**src/rtl/smb_alert_responder.sv**
```systemverilog
module smb_alert_responder #(
  parameter logic [6:0] DEV_ADDR = 7'b1100100,
  parameter logic [6:0] ARA_ADDR = 7'b0001100
) (
  input  logic clk,
  input  logic rst_n,
  input  logic scl_in,
  input  logic sda_in,
  input  logic start_det,
  input  logic stop_det,
  input  logic alert_event,
  input  logic mode_en,
  output logic sda_pull,
  output logic alert_out
);
  localparam logic [7:0] RESP  = {DEV_ADDR, 1'b1};
  localparam logic [7:0] MATCH = {ARA_ADDR, 1'b1};

  typedef enum logic [2:0] {ST_IDLE, ST_ADDR, ST_ACK, ST_SEND, ST_HOLD} st_t;

  st_t        st;
  logic       scl_q;
  logic [7:0] rx, tx;
  logic [3:0] cnt;
  logic       armed, pend;

  wire scl_rise = scl_in & ~scl_q;
  wire scl_fall = ~scl_in & scl_q;
  wire bus_edge = start_det | stop_det;
  wire lose     = (st == ST_SEND) && scl_rise && tx[7] && !sda_in;
  wire win      = (st == ST_SEND) && scl_rise && !lose && (cnt == 4'd7);

  assign alert_out = armed & mode_en;

  always_ff @(posedge clk) begin
    if (!rst_n) scl_q <= 1'b1;
    else        scl_q <= scl_in;
  end

  always_ff @(posedge clk) begin
    if (!rst_n) begin
      st       <= ST_IDLE;
      rx       <= '0;
      tx       <= '0;
      cnt      <= '0;
      sda_pull <= 1'b0;
    end else if (start_det) begin
      st       <= ST_ADDR;
      cnt      <= '0;
      sda_pull <= 1'b0;
    end else if (stop_det) begin
      st       <= ST_IDLE;
      sda_pull <= 1'b0;
    end else begin
      case (st)
        ST_ADDR:
          if (scl_rise && cnt < 4'd8) begin
            rx  <= {rx[6:0], sda_in};
            cnt <= cnt + 4'd1;
          end else if (scl_fall && cnt == 4'd8) begin
            if (rx == MATCH && armed && mode_en) begin
              st       <= ST_ACK;
              sda_pull <= 1'b1;
            end else begin
              st <= ST_HOLD;
            end
          end
        ST_ACK:
          if (scl_fall) begin
            st       <= ST_SEND;
            tx       <= RESP;
            cnt      <= '0;
            sda_pull <= ~RESP[7];
          end
        ST_SEND:
          if (lose || win) begin
            st       <= ST_HOLD;
            sda_pull <= 1'b0;
          end else if (scl_fall) begin
            tx       <= {tx[6:0], 1'b1};
            cnt      <= cnt + 4'd1;
            sda_pull <= ~tx[6];
          end
        default: ;
      endcase
    end
  end

  always_ff @(posedge clk) begin
    if (!rst_n) begin
      armed <= 1'b0;
      pend  <= 1'b0;
    end else begin
      if (bus_edge && pend) begin
        armed <= 1'b1;
        pend  <= 1'b0;
      end else if (win && !bus_edge) begin
        armed <= 1'b0;
      end
      if (alert_event) begin
        if (st == ST_IDLE && !bus_edge) armed <= 1'b1;
        else                            pend  <= 1'b1;
      end
    end
  end
endmodule

```
**config.mk**
```make
export PLATFORM = sky130hd
export DESIGN_NAME = smb_alert_responder
export DESIGN_NICKNAME = d
export VERILOG_FILES = /design/src/rtl/smb_alert_responder.sv
export SDC_FILE = /design/constraint.sdc
export NUM_CORES = 1
export LEC_CHECK = 0
export BUFFER_PORTS_ARGS = -buffer_cell sky130_fd_sc_hd__buf_2
export CAP_MARGIN = 20
export CORE_UTILIZATION = 28
export CTS_BUF_LIST = sky130_fd_sc_hd__clkbuf_8 sky130_fd_sc_hd__clkbuf_16
export DETAILED_ROUTE_END_ITERATION = 8
export PLACE_DENSITY = 0.42
export SETUP_SLACK_MARGIN = 0.15
export SYNTH_ARGS = -nofsm -noshare
export SYNTH_HDL_FRONTEND = slang
export SYNTH_SLANG_ARGS = --single-unit
```
**constraint.sdc**
```tcl
create_clock -name clk -period 4.7 [get_ports clk]
set_clock_uncertainty 0.15 [all_clocks]
set_input_delay 0.94 -clock clk [delete_from_list [all_inputs] [get_ports clk]]
set_output_delay 0.94 -clock clk [all_outputs]
set_load 0.02 [all_outputs]
```
==> results of run 1 <==
worst min-delay path: stages (launching register included):
cell and delay [ns]:
dfxtp_1 0.33, nand2_1 0.05, a21boi_0 0.06
cell usage after synthesis (all sizes together) (3+ instances only):
library cell / count
dfxtp: 27
nand2: 20
nand3: 15
a21boi: 14
a21oi: 7
nor3: 7
nor2: 6
nand2b: 5
o21ai: 5
buf: 4
inv: 4
nor2b: 4
nor3b: 4
nor4: 4
clkbuf: 3
worst max path at each step:
stage	slack, ns	depth (start not counted)	endpoint
after floorplan	2.34	5	cnt[3]
after global placement	2.11	5	cnt[3]
after detailed placement	2.07	5	cnt[3]
after CTS	2.26	3	alert_out
after global routing	2.21	5	cnt[3]
final	2.26	3	alert_out
final cells by class:
| type | count | area share [%] |
|---|---|---|
| sequential | 27 | 35.7 |
| timing repair buffer | 9 | 2.97 |
| multi-input combinational | 121 | 51.5 |
| tap | 67 | 5.53 |
| inverter | 4 | 0.991 |
| clock buffer | 3 | 2.73 |
| clock inverter | 1 | 0.578 |
stage by stage:
| step | power (mW) | util [%] | area [um2] | setup WS (ns) |
|---|---|---|---|---|
| 3_5_place_dp | 0.266 | 31.0 | 1470 | 2.07 |
| 6_report | 0.406 | 32.1 | 1520 | 2.26 |
| 5_1_grt | 0.424 | 32.1 | 1520 | 2.21 |
| 3_3_place_gp | 0.266 | 31.0 | 1470 | 2.11 |
| 4_1_cts | 0.412 | 32.1 | 1520 | 2.26 |
| 2_1_floorplan | 0.257 | - | 1380 | 2.34 |
cells by family (layout without fill, tap and decap cells):
family	Yosys count	count (layout)	share of synthesized area, %
flops	27	27	39.2
fa+ha+maj	2	2	1.81
buf+inv	11	17	4.26
simple gates	84	84	36.6
compound gates	35	35	18.1
state kept, by name (all words and copies together), names as in the netlist:
name and flops:
pend 1, scl_q 1, tx 8, sda_pull 1
rx 8, armed 1, cnt 4, st 3
power groups by stage:
stage               sequential (mW)  clock, mW  combinational (mW)
finish                        0.235      0.145              0.0262
global route                  0.235      0.159              0.0289
CTS                           0.235      0.151              0.0263
detailed placement            0.240          0              0.0263
global placement              0.240          0              0.0259
floorplan                     0.238          0              0.0195
layer usage:
metal	vias to the layer above	share of wire, %
li1	587	-
met1	545	50
met2	24	45
met3	5	3.4
met4	0	1.6
met5	-	0
==> metrics.cfg, run 1 <==
[outcome]
status=completed

[synthesis]
synth_seq_area_share_pct=39.2
synth_area_per_cell_um2=8.68
synth.top_cell.area_share_pct=39.2
synth_edf_count=0
syn-cell-area_um2=1380
yosys-top-cells-area=dfxtp_1 39%, a21boi_0 6.5%, nand2_1 5.4%
synth_fp_nets=169
yosysWarningCount=0
synth_top_cell_by_area=dfxtp_1
synthArstFlopShare_pct=0
ys_dominant_reg_cell=dfxtp_1
ys_seq_elements=27
syn_inst=159
yosys.cell_types.count=44

[floorplanning]
design.core.area_um2=4720
die_area_um2=5210
io_pins=10
die_x_um=72.2
start_util_pct=29.2
num_rows=25
die_y_um=72.2

[layout]
nNetsFinal=176
antennaDiodeCount=0
nFillCells=500
fin_cells=232
final_common_cell=dfxtp_1
multi_input_area_um2=781
seq_area_um2=541
drive_gt1_share_pct=12.1
areaGrowthSynthToFinish_pct=9.79
mostFrequentLayoutCells=27 x dfxtp_1, 20 x nand2_1, 15 x nand3_1

[worst_setup_path]
reg2regPathDepth=4
path_max_fanout=2
r2r_start=st[0]
startpoint=mode_en
crit_chain=buf_2 -> and2_1 -> buf_2
cp_common_cell=buf_2
path_delay_family=buffers and inverters
setup.worst_path.class=input pin to output port
cp-start-kind=input pin
rrSetupSlack_ns=2.56
crit_required_ns=3.61
rr_endpoint=cnt[3]
slowest_delay_ns=0.16
cp.arrival_ns=1.35
cpMaxStageDelayCell=and2_1
critPathCaptureType=output port
critPathBufInv=2

[power_and_ir_drop]
netSwitchingPower_mw=0.102
combPwrFrac_pct=6.5
ir_drop_v=0.000135
internal_power_mw=0.304
p_seq_share_pct=57.7
swShare_pct=25.1
power_density_nw_per_um2=268
leakage_nw=0.490
clockPowerShare_pct=35.8

[grt]
grt_pass1_vias=1083
antenna_found_initial=0
busiest_layer=met2
grtUsageMet1_pct=18.5
grt_max_degree=23
use_met2_pct=19.6
met3_usage_pct=2.36
gr-total-overflow=0
grt_use_total_pct=13.1
grt_pass1_wl_um=5270

[clocking]
holdBufCountCts=0
cts_resized=0
cts_made_buffers=3
clockRootBuffer=clkbuf_8
cts_setup_buffers=0
ctsHtreeMaxLevel=1
clockBufferDepth=2
cts_tree=done
clk_pin_slew_ns=0.11
clock_sinks=27
insertion_delay_ns=0.29

[timing]
setup_viol=0
finalHoldViolCount=0
tightest_slew_ns=0.565
final.period_utilization_pct=52.0
finalCriticalPeriod_ns=2.44
rsz0062_at_grt=no
fmax_ghz=0.409
relSlewSlack_pct=62.3
holdWs_ns=0.323
tns_ns=0
drv_slew=0

[routing]
wirelength_um=3090
wire_per_inst_um=13.3
vias=1161
antenna_left=0
dr.first_iter.drc_count=54
firstDrtPassIters=4
drc=0
vias_per_cell=5.00

[worst_hold_path]
holdCritPathClass=flip-flop to flip-flop
holdPathStages=2
hp-start=tx[4]
hold_end=tx[4]

[placement]
portBuffers=9
dp_hpwl_um=2230
gp_congestion=0.823
placedCellCount=228

[flow_run]
maxCapViolCount=0

Power figures use the tool's default switching activity.
==> run 2: changes to the inputs <==
PLACE_DENSITY = 0.44   (was 0.42)
clock period = 2 ns   (was 4.7 ns; I/O delays follow)
==> metrics.cfg, run 2 (same netlist as run 1, synthesis figures left out) <==
[timing]
setup_viol=0  ; unchanged
finalCriticalPeriod_ns=1.73
drv_slew=0  ; unchanged
relSlewSlack_pct=71.7  ; was 62.3%
rsz0062_at_grt=no  ; unchanged
finalHoldViolCount=0  ; unchanged
holdWs_ns=0.255  ; was 0.323 ns
tns_ns=0  ; unchanged
tightest_slew_ns=0.424  ; was 0.565 ns
final.period_utilization_pct=86.7
worst_slack_ns=0.267  ; was 2.26 ns
fmax_ghz=0.577

[floorplanning]
die_area_um2=5210  ; unchanged
die_y_um=72.2  ; unchanged
io_pins=10  ; unchanged
num_rows=25  ; unchanged
design.core.area_um2=4720  ; unchanged
die_x_um=72.2  ; unchanged
start_util_pct=29.2  ; unchanged

[worst_hold_path]
holdCritPathClass=input pin to flip-flop  ; was flip-flop to flip-flop
hp-start=sda_in  ; was tx[4]

[clocking]
holdBufCountCts=0  ; unchanged
cts_made_buffers=3  ; unchanged
ctsHtreeMaxLevel=1  ; unchanged
insertion_delay_ns=0.27  ; was 0.29 ns
cts_resized=0  ; unchanged
cts_tree=done  ; unchanged
clock_sinks=27  ; unchanged
clk_pin_slew_ns=0.09  ; was 0.11 ns
cts_setup_buffers=0  ; unchanged
clockBufferDepth=2  ; unchanged
clockRootBuffer=clkbuf_8  ; unchanged

[placement]
pre_cts_ws_ns=0.137  ; was 2.07 ns
portBuffers=9  ; unchanged
dp_hpwl_um=2250  ; was 2230 um
gp_congestion=0.741  ; was 0.823

[worst_setup_path]
crit_chain=nor3_2 -> a22oi_4 -> buf_4 -> or3b_1 -> a21oi_1  ; was buf_2 -> and2_1 -> buf_2
r2r_start=st[1]  ; was st[0]
crit_end=cnt[1]  ; was alert_out
startpoint=st[1]  ; was mode_en
slowest_delay_ns=0.44  ; was 0.16 ns
path_max_fanout=10  ; was 2
rr_endpoint=cnt[1]  ; was cnt[3]
cpMaxStageDelayCell=dfxtp_1  ; was and2_1
reg2regPathDepth=5  ; was 4
cp-start-kind=flip-flop  ; was input pin
setup.worst_path.class=flip-flop to flip-flop  ; was input pin to output port
critPathCaptureType=flip-flop  ; was output port
rrSetupSlack_ns=0.27  ; was 2.56 ns
cp.arrival_ns=1.79  ; was 1.35 ns
crit_required_ns=2.06  ; was 3.61 ns

[routing]
firstDrtPassIters=4  ; unchanged
drc=0  ; unchanged
vias=1180  ; was 1,161
wirelength_um=3030  ; was 3090 um
vias_per_cell=4.94  ; was 5.00
antenna_left=0  ; unchanged
wire_per_inst_um=12.7  ; was 13.3 um
dr.first_iter.drc_count=47  ; was 54

[layout]
areaGrowthSynthToFinish_pct=14.6  ; was 9.79%
nNetsFinal=183  ; was 176
reg_top3=rx: 8 flops, tx: 8 flops, cnt: 4 flops  ; unchanged
drive_gt1_share_pct=16.3  ; was 12.1%
final_common_cell=dfxtp_1  ; unchanged
antennaDiodeCount=0  ; unchanged
mostFrequentLayoutCells=27 x dfxtp_1, 20 x nand2_1, 15 x nand3_1  ; unchanged

[power_and_ir_drop]
power_density_nw_per_um2=587  ; was 268 nW/um2
leakage_nw=0.536  ; was 0.490 nW
ir_drop_v=0.000220  ; was 0.000135 V

[grt]
grt_pass1_wl_um=5240  ; was 5270 um
gr-total-overflow=0  ; unchanged
grt_pass1_vias=1114  ; was 1,083
antenna_found_initial=0  ; unchanged
grt_use_total_pct=13.0  ; was 13.1%
grt_max_degree=22  ; was 23

[outcome]
status=completed  ; unchanged

[flow_run]
maxCapViolCount=0  ; unchanged

[run 2: area by class of cell]
class | count | area [um2]
Inverter | 4 | 15.0
Tap cell | 67 | 83.8
Timing Repair Buffer | 16 | 97.6
Clock inverter | 1 | 3.75
Sequential cell | 27 | 541
Fill cell | 498 | 3140
Clock buffer | 3 | 41.3
Multi-Input combinational cell | 121 | 800
[run 2: report_power, final]
| group | leakage [nW] | internal, mW | switching [mW] |
|---|---|---|---|
| registers | 0.218 | 0.543 | 0.00422 |
| clock network | 0.0269 | 0.138 | 0.169 |
| logic | 0.291 | 0.0312 | 0.0428 |
[run 2: routing by layer]
metal  up-vias  global-route usage (%)  part of all wire, %
met5         -                       0                    0
met4         0                    6.54                  1.8
met3         5                    2.22                  3.5
met2        19                    19.4                   45
met1       560                    18.0                   50
li1        596                       -                    -
[run 2: critical path: cells and delay by family (launching register included)]
kind            cells  cell delay (ns)
simple gates        2             0.65
flops               1             0.44
compound gates      2             0.25
buf+inv             1             0.17
[run 2: through the flow]
stage / util (%) / cells / total power, mW / area (um2)
2_1_floorplan: - / 159 / 0.605 / 1380
3_3_place_gp: 32.1 / 235 / 0.631 / 1520
3_5_place_dp: 32.1 / 235 / 0.631 / 1520
4_1_cts: 33.1 / 239 / 0.943 / 1560
5_1_grt: 33.5 / 239 / 0.972 / 1580
6_report: 33.5 / 239 / 0.928 / 1580
[run 2: how the worst min path moves through the flow]
stage	to	slack [ns]	cells after the start
after CTS	pend	0.25	3
after detailed placement	pend	0.31	2
after global routing	rx[0]	0.25	3
after floorplan	pend	0.28	2
final	rx[0]	0.25	3
after global placement	pend	0.29	2
==> run 3: changes to the inputs <==
GPL_TIMING_DRIVEN = 0   (was not set)
==> metrics.cfg, run 3 (same netlist as run 1, synthesis figures left out) <==
[outcome]
status=completed  ; unchanged

[layout]
fin_area_um2=1600  ; was 1580 um2
fin_cells=240  ; was 239
antennaDiodeCount=0  ; unchanged
mostFrequentLayoutCells=26 x dfxtp_1, 20 x nand2_1, 15 x nand3_1  ; was 27 x dfxtp_1, 20 x nand2_1, 15 x nand3_1
drive_gt1_share_pct=16.8  ; was 16.3%
areaGrowthSynthToFinish_pct=15.9  ; was 14.6%
final_common_cell=dfxtp_1  ; unchanged
nNetsFinal=184  ; was 183
reg_top3=rx: 8 flops, tx: 8 flops, cnt: 4 flops  ; unchanged

[timing]
final.period_utilization_pct=88.2  ; was 86.7%
fmax_ghz=0.567  ; was 0.577 GHz
setup_viol=0  ; unchanged
tns_ns=0  ; unchanged
relSlewSlack_pct=69.4  ; was 71.7%
tightest_slew_ns=0.459  ; was 0.424 ns
rsz0062_at_grt=yes  ; was no
finalHoldViolCount=0  ; unchanged
drv_slew=0  ; unchanged
worst_slack_ns=0.235  ; was 0.267 ns
finalCriticalPeriod_ns=1.76  ; was 1.73 ns

[flow_run]
maxCapViolCount=0  ; unchanged

[floorplanning]
design.core.area_um2=4720  ; unchanged
die_x_um=72.2  ; unchanged
io_pins=10  ; unchanged
num_rows=25  ; unchanged
die_area_um2=5210  ; unchanged
start_util_pct=29.2  ; unchanged
die_y_um=72.2  ; unchanged

[clocking]
cts_tree=done  ; unchanged
insertion_delay_ns=0.28  ; was 0.27 ns
clockRootBuffer=clkbuf_8  ; unchanged
clock_sinks=27  ; unchanged
clk_pin_slew_ns=0.09  ; about the same
cts_made_buffers=3  ; unchanged
ctsHtreeMaxLevel=1  ; unchanged
clockBufferDepth=2  ; unchanged

[grt]
grt_pass1_wl_um=5550  ; was 5240 um
grt_use_total_pct=13.8  ; was 13.0%
grt_pass1_vias=1152  ; was 1,114
gr-total-overflow=0  ; unchanged
grt_max_degree=15  ; was 22
antenna_found_initial=0  ; unchanged

[worst_setup_path]
r2r_start=st[1]  ; unchanged
setup.worst_path.class=flip-flop to flip-flop  ; unchanged
path_max_fanout=10  ; unchanged
cpMaxStageDelayCell=or4_1  ; was dfxtp_1
startpoint=st[1]  ; unchanged
reg2regPathDepth=5  ; unchanged
crit_required_ns=2.06  ; about the same
cp.arrival_ns=1.83  ; was 1.79 ns
critPathCaptureType=flip-flop  ; unchanged
crit_chain=buf_2 -> nor3_2 -> a22oi_4 -> or4_1 -> a21oi_1  ; was nor3_2 -> a22oi_4 -> buf_4 -> or3b_1 -> a21oi_1
path_delay_family=simple AND/OR/NAND/NOR gates  ; unchanged
rrSetupSlack_ns=0.24  ; was 0.27 ns
crit_end=cnt[3]  ; was cnt[1]
rr_endpoint=cnt[3]  ; was cnt[1]
critPathBufInv=1  ; unchanged
cp-start-kind=flip-flop  ; unchanged
slowest_delay_ns=0.51  ; was 0.44 ns
crit_cells=5  ; unchanged

[routing]
wire_per_inst_um=13.7  ; was 12.7 um
dr.first_iter.drc_count=83  ; was 47
vias=1196  ; was 1,180
firstDrtPassIters=5  ; was 4
wirelength_um=3280  ; was 3030 um
vias_per_cell=4.98  ; was 4.94
drc=0  ; unchanged
antenna_left=0  ; unchanged

[placement]
postPlaceCellArea_um2=1500  ; was 1520 um2
dp_hpwl_um=2390  ; was 2250 um
pre_cts_ws_ns=0.0711  ; was 0.137 ns
placedCellCount=234  ; was 235
gp_congestion=0.787  ; was 0.741
portBuffers=8  ; was 9

[power_and_ir_drop]
netSwitchingPower_mw=0.221  ; was 0.216 mW
swShare_pct=23.7  ; was 23.3%
combPwrFrac_pct=8.1  ; was 8.0%
clockPowerShare_pct=33.1  ; was 33.0%
p_seq_share_pct=58.8  ; was 59.0%
power_density_nw_per_um2=583  ; was 587 nW/um2
internal_power_mw=0.711  ; was 0.712 mW
leakage_nw=0.544  ; was 0.536 nW
ir_drop_v=0.000244  ; was 0.000220 V

[worst_hold_path]
holdCritPathClass=input pin to flip-flop  ; unchanged

==> run 3: cell count changes in the layout (fill, tap and decap cells not counted), sizes merged <==
| cell | before | now |
|---|---|---|
| buf | 16 | 14 |
| clkbuf | 3 | 6 |
==> run 3: power by group through the flow <==
stage,Clock (mW),Combinational [mW],Sequential (mW)
global route,0.350,0.0824,0.549
floorplan,0,0.0458,0.559
finish,0.308,0.0751,0.548
global placement,0,0.0689,0.561
CTS,0.322,0.0712,0.548
detailed placement,0,0.0692,0.561
==> run 3: area by class of cell <==
| type | count | area, um2 |
|---|---|---|
| Fill cell | 500 | 3120 |
| Multi-Input combinational cell | 121 | 811 |
| Sequential cell | 27 | 544 |
| Tap cell | 67 | 83.8 |
| Timing Repair Buffer | 10 | 55.1 |
| Buffer | 7 | 45.0 |
| Clock buffer | 3 | 41.3 |
| Inverter | 4 | 15.0 |
| Clock inverter | 1 | 3.75 |
==> run 3: what timing repair did <==
action / in CTS / in global routing
gates resized for setup: 0 / 9
pin swaps: 1 / 1
endpoints found under the setup margin: 8 / 5
buffers inserted: 1 / 1
hold buffers: 0 / 0
cloned: 0 / 0
hold endpoints to repair: 0 / 0
==> run 3: worst reg2reg max path, cell delays in order (launching register included) <==
cell and delay [ns]:
dfxtp_1 0.30, buf_2 0.19, nor3_2 0.27, a22oi_4 0.14
or4_1 0.51, a21oi_1 0.14
==> run 3: through the flow <==
stage | utilization, % | power, mW | hold WS (ns)
2_1_floorplan | - | 0.605 | 0.275
3_3_place_gp | 31.8 | 0.630 | 0.300
3_5_place_dp | 31.8 | 0.630 | 0.302
4_1_cts | 33.0 | 0.942 | 0.240
5_1_grt | 33.9 | 0.982 | 0.230
6_report | 33.9 | 0.932 | 0.238
==> run 3: worst min-delay path by stage <==
stage	startpoint	endpoint	slack, ns	depth (start not counted)
floorplan	pend	pend	0.28	2
global placement	tx[1]	tx[1]	0.30	2
detailed placement	pend	pend	0.30	2
CTS	sda_in	rx[0]	0.24	3
global route	sda_in	rx[0]	0.23	3
finish	sda_in	rx[0]	0.24	3
==> run 3: routing by layer <==
| layer | up-vias | wire length, um | global-route usage (%) |
|---|---|---|---|
| li1 | 602 | - | - |
| met1 | 560 | 1590 | 17.8 |
| met2 | 25 | 1500 | 22.3 |
| met3 | 9 | 101 | 2.64 |
| met4 | 0 | 87 | 6.54 |
| met5 | - | 0 | 0 |
